### config.mk
export PLATFORM = sky130hd
export DESIGN_NAME = hw_loop_stack
export DESIGN_NICKNAME = d
export VERILOG_FILES = /design/src/rtl/loop_stack_pkg.sv /design/src/rtl/loop_stack_store.sv /design/src/rtl/loop_stack_ctrl.sv /design/src/rtl/loop_flag_unit.sv /design/src/rtl/hw_loop_stack.sv
export SDC_FILE = /design/constraint.sdc
export NUM_CORES = 1
export LEC_CHECK = 0
export BUFFER_PORTS_ARGS = -buffer_cell sky130_fd_sc_hd__clkbuf_2
export CAP_MARGIN = 0
export CORE_MARGIN = 5
export CORE_UTILIZATION = 50
export DETAILED_ROUTE_END_ITERATION = 10
export GPL_TIMING_DRIVEN = 1
export HOLD_SLACK_MARGIN = 0.02
export PLACE_DENSITY = 0.74
export SYNTH_ARGS = -nofsm -noshare
export SYNTH_HDL_FRONTEND = slang
export SYNTH_SLANG_ARGS = --single-unit
### constraint.sdc
create_clock -name clk -period 6.7 [get_ports clk]
set_input_delay 1.34 -clock clk [delete_from_list [all_inputs] [get_ports clk]]
set_output_delay 1.34 -clock clk [all_outputs]
set_load 0.03 [all_outputs]
### src/rtl/loop_stack_pkg.sv
package loop_stack_pkg;

   // Decision of one cycle after the pop-then-push ordering is applied
   typedef struct packed {
      logic pop_ok;
      logic push_ok;
      logic reject;
   } stk_op_t;

endpackage

### src/rtl/loop_stack_store.sv
module loop_stack_store #(
   parameter int ADDR_W = 16,
   parameter int DEPTH  = 2,
   parameter int CNT_W  = 2
) (
   input  logic              clk,
   input  logic              rst_n,
   input  logic              wr_en,
   input  logic [CNT_W-1:0]  wr_idx,
   input  logic [ADDR_W-1:0] wr_data,
   input  logic              rd_valid,
   input  logic [CNT_W-1:0]  rd_idx,
   output logic [ADDR_W-1:0] rd_data
);

   logic [ADDR_W-1:0] slot_q [DEPTH];

   for (genvar g = 0; g < DEPTH; g++) begin : g_slot
      always_ff @(posedge clk or negedge rst_n) begin
         if (!rst_n) begin
            slot_q[g] <= '0;
         end else if (wr_en && (wr_idx == CNT_W'(g))) begin
            slot_q[g] <= wr_data;
         end
      end
   end

   always_comb begin
      rd_data = '0;
      for (int i = 0; i < DEPTH; i++) begin
         if (rd_valid && (rd_idx == CNT_W'(i))) begin
            rd_data = slot_q[i];
         end
      end
   end


   wr_idx_range_chk: assert property (@(posedge clk) disable iff (!rst_n)
      wr_en |-> (wr_idx < CNT_W'(DEPTH)));

endmodule

### src/rtl/loop_stack_ctrl.sv
module loop_stack_ctrl
   import loop_stack_pkg::*;
#(
   parameter int DEPTH = 2,
   parameter int CNT_W = 2
) (
   input  logic             clk,
   input  logic             rst_n,
   input  logic             push_req,
   input  logic             pop_req,
   output stk_op_t          op,
   output logic [CNT_W-1:0] wr_idx,
   output logic             rd_valid,
   output logic [CNT_W-1:0] rd_idx
);

   localparam logic [CNT_W-1:0] FULL = CNT_W'(DEPTH);

   logic [CNT_W-1:0] cnt_q, cnt_mid, cnt_d;

   always_comb begin
      op.pop_ok  = pop_req && (cnt_q != '0);
      cnt_mid    = op.pop_ok ? cnt_q - 1'b1 : cnt_q;
      op.push_ok = push_req && (cnt_mid != FULL);
      op.reject  = push_req && !op.push_ok;
      cnt_d      = op.push_ok ? cnt_mid + 1'b1 : cnt_mid;
   end

   always_ff @(posedge clk or negedge rst_n) begin
      if (!rst_n) cnt_q <= '0;
      else        cnt_q <= cnt_d;
   end

   assign wr_idx   = cnt_mid;
   assign rd_valid = (cnt_q != '0);
   assign rd_idx   = cnt_q - 1'b1;


   cnt_bound_chk: assert property (@(posedge clk) disable iff (!rst_n)
      cnt_q <= FULL);


   reject_full_chk: assert property (@(posedge clk) disable iff (!rst_n)
      op.reject |=> (cnt_q == FULL));


   empty_pop_chk: assert property (@(posedge clk) disable iff (!rst_n)
      (pop_req && !push_req && cnt_q == '0) |=> (cnt_q == '0));


   swap_level_chk: assert property (@(posedge clk) disable iff (!rst_n)
      (pop_req && push_req && cnt_q != '0) |=> $stable(cnt_q));

endmodule

### src/rtl/loop_flag_unit.sv
module loop_flag_unit (
   input  logic clk,
   input  logic rst_n,
   input  logic pop_ok,
   input  logic push_ok,
   output logic lf_q,
   output logic nl_q
);

   logic lf_mid, nl_mid, lf_d, nl_d;

   always_comb begin
      lf_mid = pop_ok ? nl_q : lf_q;
      nl_mid = pop_ok ? 1'b0 : nl_q;
      lf_d   = push_ok ? 1'b1   : lf_mid;
      nl_d   = push_ok ? lf_mid : nl_mid;
   end

   always_ff @(posedge clk or negedge rst_n) begin
      if (!rst_n) begin
         lf_q <= 1'b0;
         nl_q <= 1'b0;
      end else begin
         lf_q <= lf_d;
         nl_q <= nl_d;
      end
   end


   push_sets_lf_chk: assert property (@(posedge clk) disable iff (!rst_n)
      push_ok |=> lf_q);


   pop_clears_nl_chk: assert property (@(posedge clk) disable iff (!rst_n)
      (pop_ok && !push_ok) |=> !nl_q);


   nest_implies_loop_chk: assert property (@(posedge clk) disable iff (!rst_n)
      nl_q |-> lf_q);

endmodule

### src/rtl/hw_loop_stack.sv
module hw_loop_stack
   import loop_stack_pkg::*;
#(
   parameter int ADDR_W = 16,
   parameter int DEPTH  = 2
) (
   input  logic              clk,
   input  logic              rst_n,
   input  logic              do_req,
   input  logic [ADDR_W-1:0] do_addr,
   input  logic              end_req,
   output logic [ADDR_W-1:0] top_addr,
   output logic              loop_flag,
   output logic              nest_flag,
   output logic              ovf_irq
);

   localparam int CNT_W = $clog2(DEPTH + 1);

   initial begin
      assert (DEPTH >= 1) else $error("DEPTH must be at least 1");
      assert (ADDR_W >= 1) else $error("ADDR_W must be at least 1");
   end

   stk_op_t          op;
   logic [CNT_W-1:0] wr_idx, rd_idx;
   logic             rd_valid;

   loop_stack_ctrl #(.DEPTH(DEPTH), .CNT_W(CNT_W)) u_ctrl (
      .clk      (clk),
      .rst_n    (rst_n),
      .push_req (do_req),
      .pop_req  (end_req),
      .op       (op),
      .wr_idx   (wr_idx),
      .rd_valid (rd_valid),
      .rd_idx   (rd_idx)
   );

   loop_stack_store #(.ADDR_W(ADDR_W), .DEPTH(DEPTH), .CNT_W(CNT_W)) u_store (
      .clk      (clk),
      .rst_n    (rst_n),
      .wr_en    (op.push_ok),
      .wr_idx   (wr_idx),
      .wr_data  (do_addr),
      .rd_valid (rd_valid),
      .rd_idx   (rd_idx),
      .rd_data  (top_addr)
   );

   loop_flag_unit u_flags (
      .clk     (clk),
      .rst_n   (rst_n),
      .pop_ok  (op.pop_ok),
      .push_ok (op.push_ok),
      .lf_q    (loop_flag),
      .nl_q    (nest_flag)
   );

   assign ovf_irq = op.reject;


   irq_needs_push_chk: assert property (@(posedge clk) disable iff (!rst_n)
      ovf_irq |-> do_req);


   irq_keeps_top_chk: assert property (@(posedge clk) disable iff (!rst_n)
      (ovf_irq && !end_req) |=> ($stable(top_addr) && $stable(loop_flag) && $stable(nest_flag)));


   push_shows_addr_chk: assert property (@(posedge clk) disable iff (!rst_n)
      (do_req && !ovf_irq) |=> (top_addr == $past(do_addr)));

endmodule

# Yosys cells after proc, flatten, opt, wreduce, memory -nomap -nowiden
# Cells that the tools add are included.
# op_classes
n_reduce_logical	12
eq_ne	3
n_mux	8
n_addsub	2
# ops
op	count
$mux 16	2
$logic_and 1x1->1	7
$eq 2x1->1 const B	2
$logic_not 2->1	2
$mux 1	4
$mux 2	2
$reduce_bool 2->1	2
$add 2x1->2 const B	1
$ne 2x2->1 const B	1
$sub 2x1->2 const B	1
$logic_not 1->1	1
# word_totals
in_bits	20
regBits	36

# Longest topological paths before layout
# logic_depth
ltp_word	7
mapped_depth	11
mapped_depth_nobuf	8

# Hierarchy
# Synthesis repeated with hierarchy kept, for this count alone.
# unflattened
hier_cells	130
hier_area_um2	1731.7
# by_module_without_submodules
mod	cells_per_inst	area_each_um2	seq_area_each_um2	n_inst
loop_stack_store	105	1458.9	800.8	1
loop_stack_ctrl	18	183.9	50.0	1
loop_flag_unit	7	88.8	50.0	1

# Least setup slack after synthesis
# No wires, ideal clock.
# synth_path
kind	input -> output
from	input end_req
to	output ovf_irq
arrival_ns	2.318
path_buffers	1
stages	5
path_slack_ns	3.042
required_ns	5.360
cell_sequence	nand2b_1 -> buf_2 -> xnor2_1 -> ha_1 -> and2_2
# synth_between
elab_chain_cells	6
# synth_rtl
element	line	source
start, declared	hw_loop_stack.sv:11	input logic end_req,
$logic_and 1x1->1	loop_stack_ctrl.sv:22	op.pop_ok = pop_req && (cnt_q != '0);
$mux 2	loop_stack_ctrl.sv:23	cnt_mid = op.pop_ok ? cnt_q - 1'b1 : cnt_q;
$ne 2x2->1	loop_stack_ctrl.sv:24	op.push_ok = push_req && (cnt_mid != FULL);
$logic_and 1x1->1	loop_stack_ctrl.sv:24	
$logic_not 1->1	loop_stack_ctrl.sv:25	op.reject = push_req && !op.push_ok;
$logic_and 1x1->1	loop_stack_ctrl.sv:25	
end, declared	hw_loop_stack.sv:15	output logic ovf_irq
# No other way between the ends.

# Final worst setup path
# Ends and elaborated chain as after synthesis.

==> out/qor.yml <==
cp_cell_sequence: "clkbuf_2 -> nand2b_1 -> xnor2_1 -> ha_1 -> and2_2 -> clkbuf_2"
final_common_cell: "clkbuf_2"
max_cap_violations: 0
synth_fp_nets: 172
ys_ff_latch: 36
cts_tree: "yes"
cts_resized: 0
min_path_type: "reg -> reg"
syn_avg_cell_area_um2: 12.7
p_leak_nw: 1.07
slew_headroom_pct: 34.7
cp_top_family: "XOR/XNOR gates"
drive_above_1_share_pct: 45.7
finalCritPeriodShare_pct: 58.5
firstDrtPassIters: 4
tns_ns: 0
ctsHtreeMaxLevel: 2
drt-total-wl_um: 3470
cts_sinks: 36
cts_buffers: 5
setup_viol: 0
power_density_mw_per_mm2: 593
layout.nets: 209
yosys.area.top_type: "dfrtp_1"
cts_setup_buffers: 0
antenna_found_initial: 0
grt_max_degree: 37
detail-route-antenna-nets: 0
grt_usage_pct: 15.1
num-fill-cells: 323
path_depth: 6
hpwlAfterDp_um: 2440
clkLatencyLatePin_ns: 0.29
status: "finished clean"
drc: 0
cp-end-kind: "output port"
fin_util_pct: 58.6
place.gp.congestion: 0.712
pre_cts_slack_ns: 2.78
fin_ws_ns: 2.78
root_buffer: "clkbuf_8"
io_buffers: 38
netlist.area_leader.share_pct: 48.7
clk_pin_slew_ns: 0.07
min_period_ns: 3.92
final_cell_mix: "38 x clkbuf_2, 36 x dfrtp_1, 28 x nand2_1, 20 x mux2_4, 14 x o21ai_0"
hold_viol_final: 0
synth.area.top_cells: "dfrtp_1 49%, mux2_4 16%, mux2_2 7.9%"
wl_per_cell_um: 14.9
dieHeight_um: 70.8
clock.fmax_mhz: 255
vias_per_cell: 5.11
p_total_mw: 1.26
vdd_ir_drop_max_uv: 288
rsz0062_at_grt: "false"
yosysSeqAreaShare_pct: 48.7
gr-total-overflow: 0
io_pins: 39
worstMarginPinSlew_ns: 0.979
grt_pass1_wl_um: 5970
crit_type: "in -> out"
syn-cell-area_mm2: 0.00185
crit_path_max_incr_delay_ns: 0.38
timing.critical_path.mode_cell: "clkbuf_2"
dieArea_mm2: 0.00501
netlist_instances: 146
cts_hold_buf: 0
core-area_mm2: 0.00363
start_util_pct: 50.9
cp-start-kind: "input port"
drt_iter0_drc: 77
crit_required_ns: 5.36
cp_slowest_cell: "xnor2_1"
syn_to_final_growth_pct: 15.2
clock_skew_ns: 0.00900
clock_path_buffers: 2
crit_arrival_ns: 2.58
vias: 1185
hold_depth: 1
grt_pass1_vias: 1280
rows: 22
crit_buf_inv: 2
crit_fanout: 6
final_max_slew_viol_count: 0
yosysWarnings: 0
dieWidth_um: 70.8
antennaDiodeCount: 0
yosysUniqueCellTypes: 21
r2r_cells: 8
[metrics by stage]
step	cells	instance area (um2)	hold slack [ns]
final	232	2130	0.508
after floorplan	146	1850	0.479
after CTS	232	2130	0.509
after global placement	224	2020	0.487
after detailed placement	224	2020	0.492
after global routing	232	2130	0.519
[synth_stat cells (all sizes together)]
cell,instances
mux2,33
clkbuf,4
nand2,30
a211o,1
a21oi,2
nand2b,1
buf,4
nor2,1
o21ai,14
mux2i,2
and2,1
inv,5
nor2b,2
xnor2,2
ha,6
dfrtp,36
a22o,2
[report_power, final]
group          total [mW]  internal, mW  switching [mW]  leakage, nW
combinational       0.680         0.298           0.382        0.592
clock               0.189         0.110          0.0785       0.0541
sequential          0.395         0.332          0.0623        0.426
[cell type report]
type	instances	area (um2)	area share (%)
flip-flops and latches	36	901	42.3
inverters	5	18.8	0.881
multi-input cells	97	850	39.9
repair buffers	38	190	8.93
clock inverters	3	42.5	2.00
clock buffers	5	68.8	3.23
well taps	48	60.1	2.82
[registers in the layout, summed over array words and instances, names as in the netlist]
name and cells:
u_store.slot_q 32, u_flags.lf_q 1, u_flags.nl_q 1, u_ctrl.cnt_q 2
[cells by family after synthesis]
group | after synthesis | share of synthesized area (%)
AOI/OAI and AO/OA | 19 | 5.82
muxes | 35 | 25.2
buffers and inverters | 13 | 5.34
xor gates and xnor gates | 2 | 0.947
and+or+nand+nor | 35 | 9.88
adders and majority gates | 6 | 4.06
DFF | 36 | 48.7
[per-layer routing]
metal  global-route usage, %  part of all wire, %  wire, um  up-vias
met5                       0                    0         0        -
met4                    6.26                  1.8        63        0
met3                    3.55                  4.7       164        7
met2                    25.2                   50      1740       23
met1                    18.8                   43      1500      594
li1                        -                    -         -      561
[path summary, 6_finish.rpt]
path,to,slack [ns],start
setup / recovery,ovf_irq,2.78,end_req
hold reg to reg,u_store.slot_q[17],0.51,u_store.slot_q[17]
hold / removal,u_store.slot_q[17],0.51,u_store.slot_q[17]
setup reg to reg,u_store.slot_q[4],4.33,u_ctrl.cnt_q[0]
max in group asynchronous,u_store.slot_q[18],4.99,rst_n
min in group asynchronous,u_store.slot_q[8],1.16,rst_n
No activity file was read; power rests on OpenSTA's default activity.
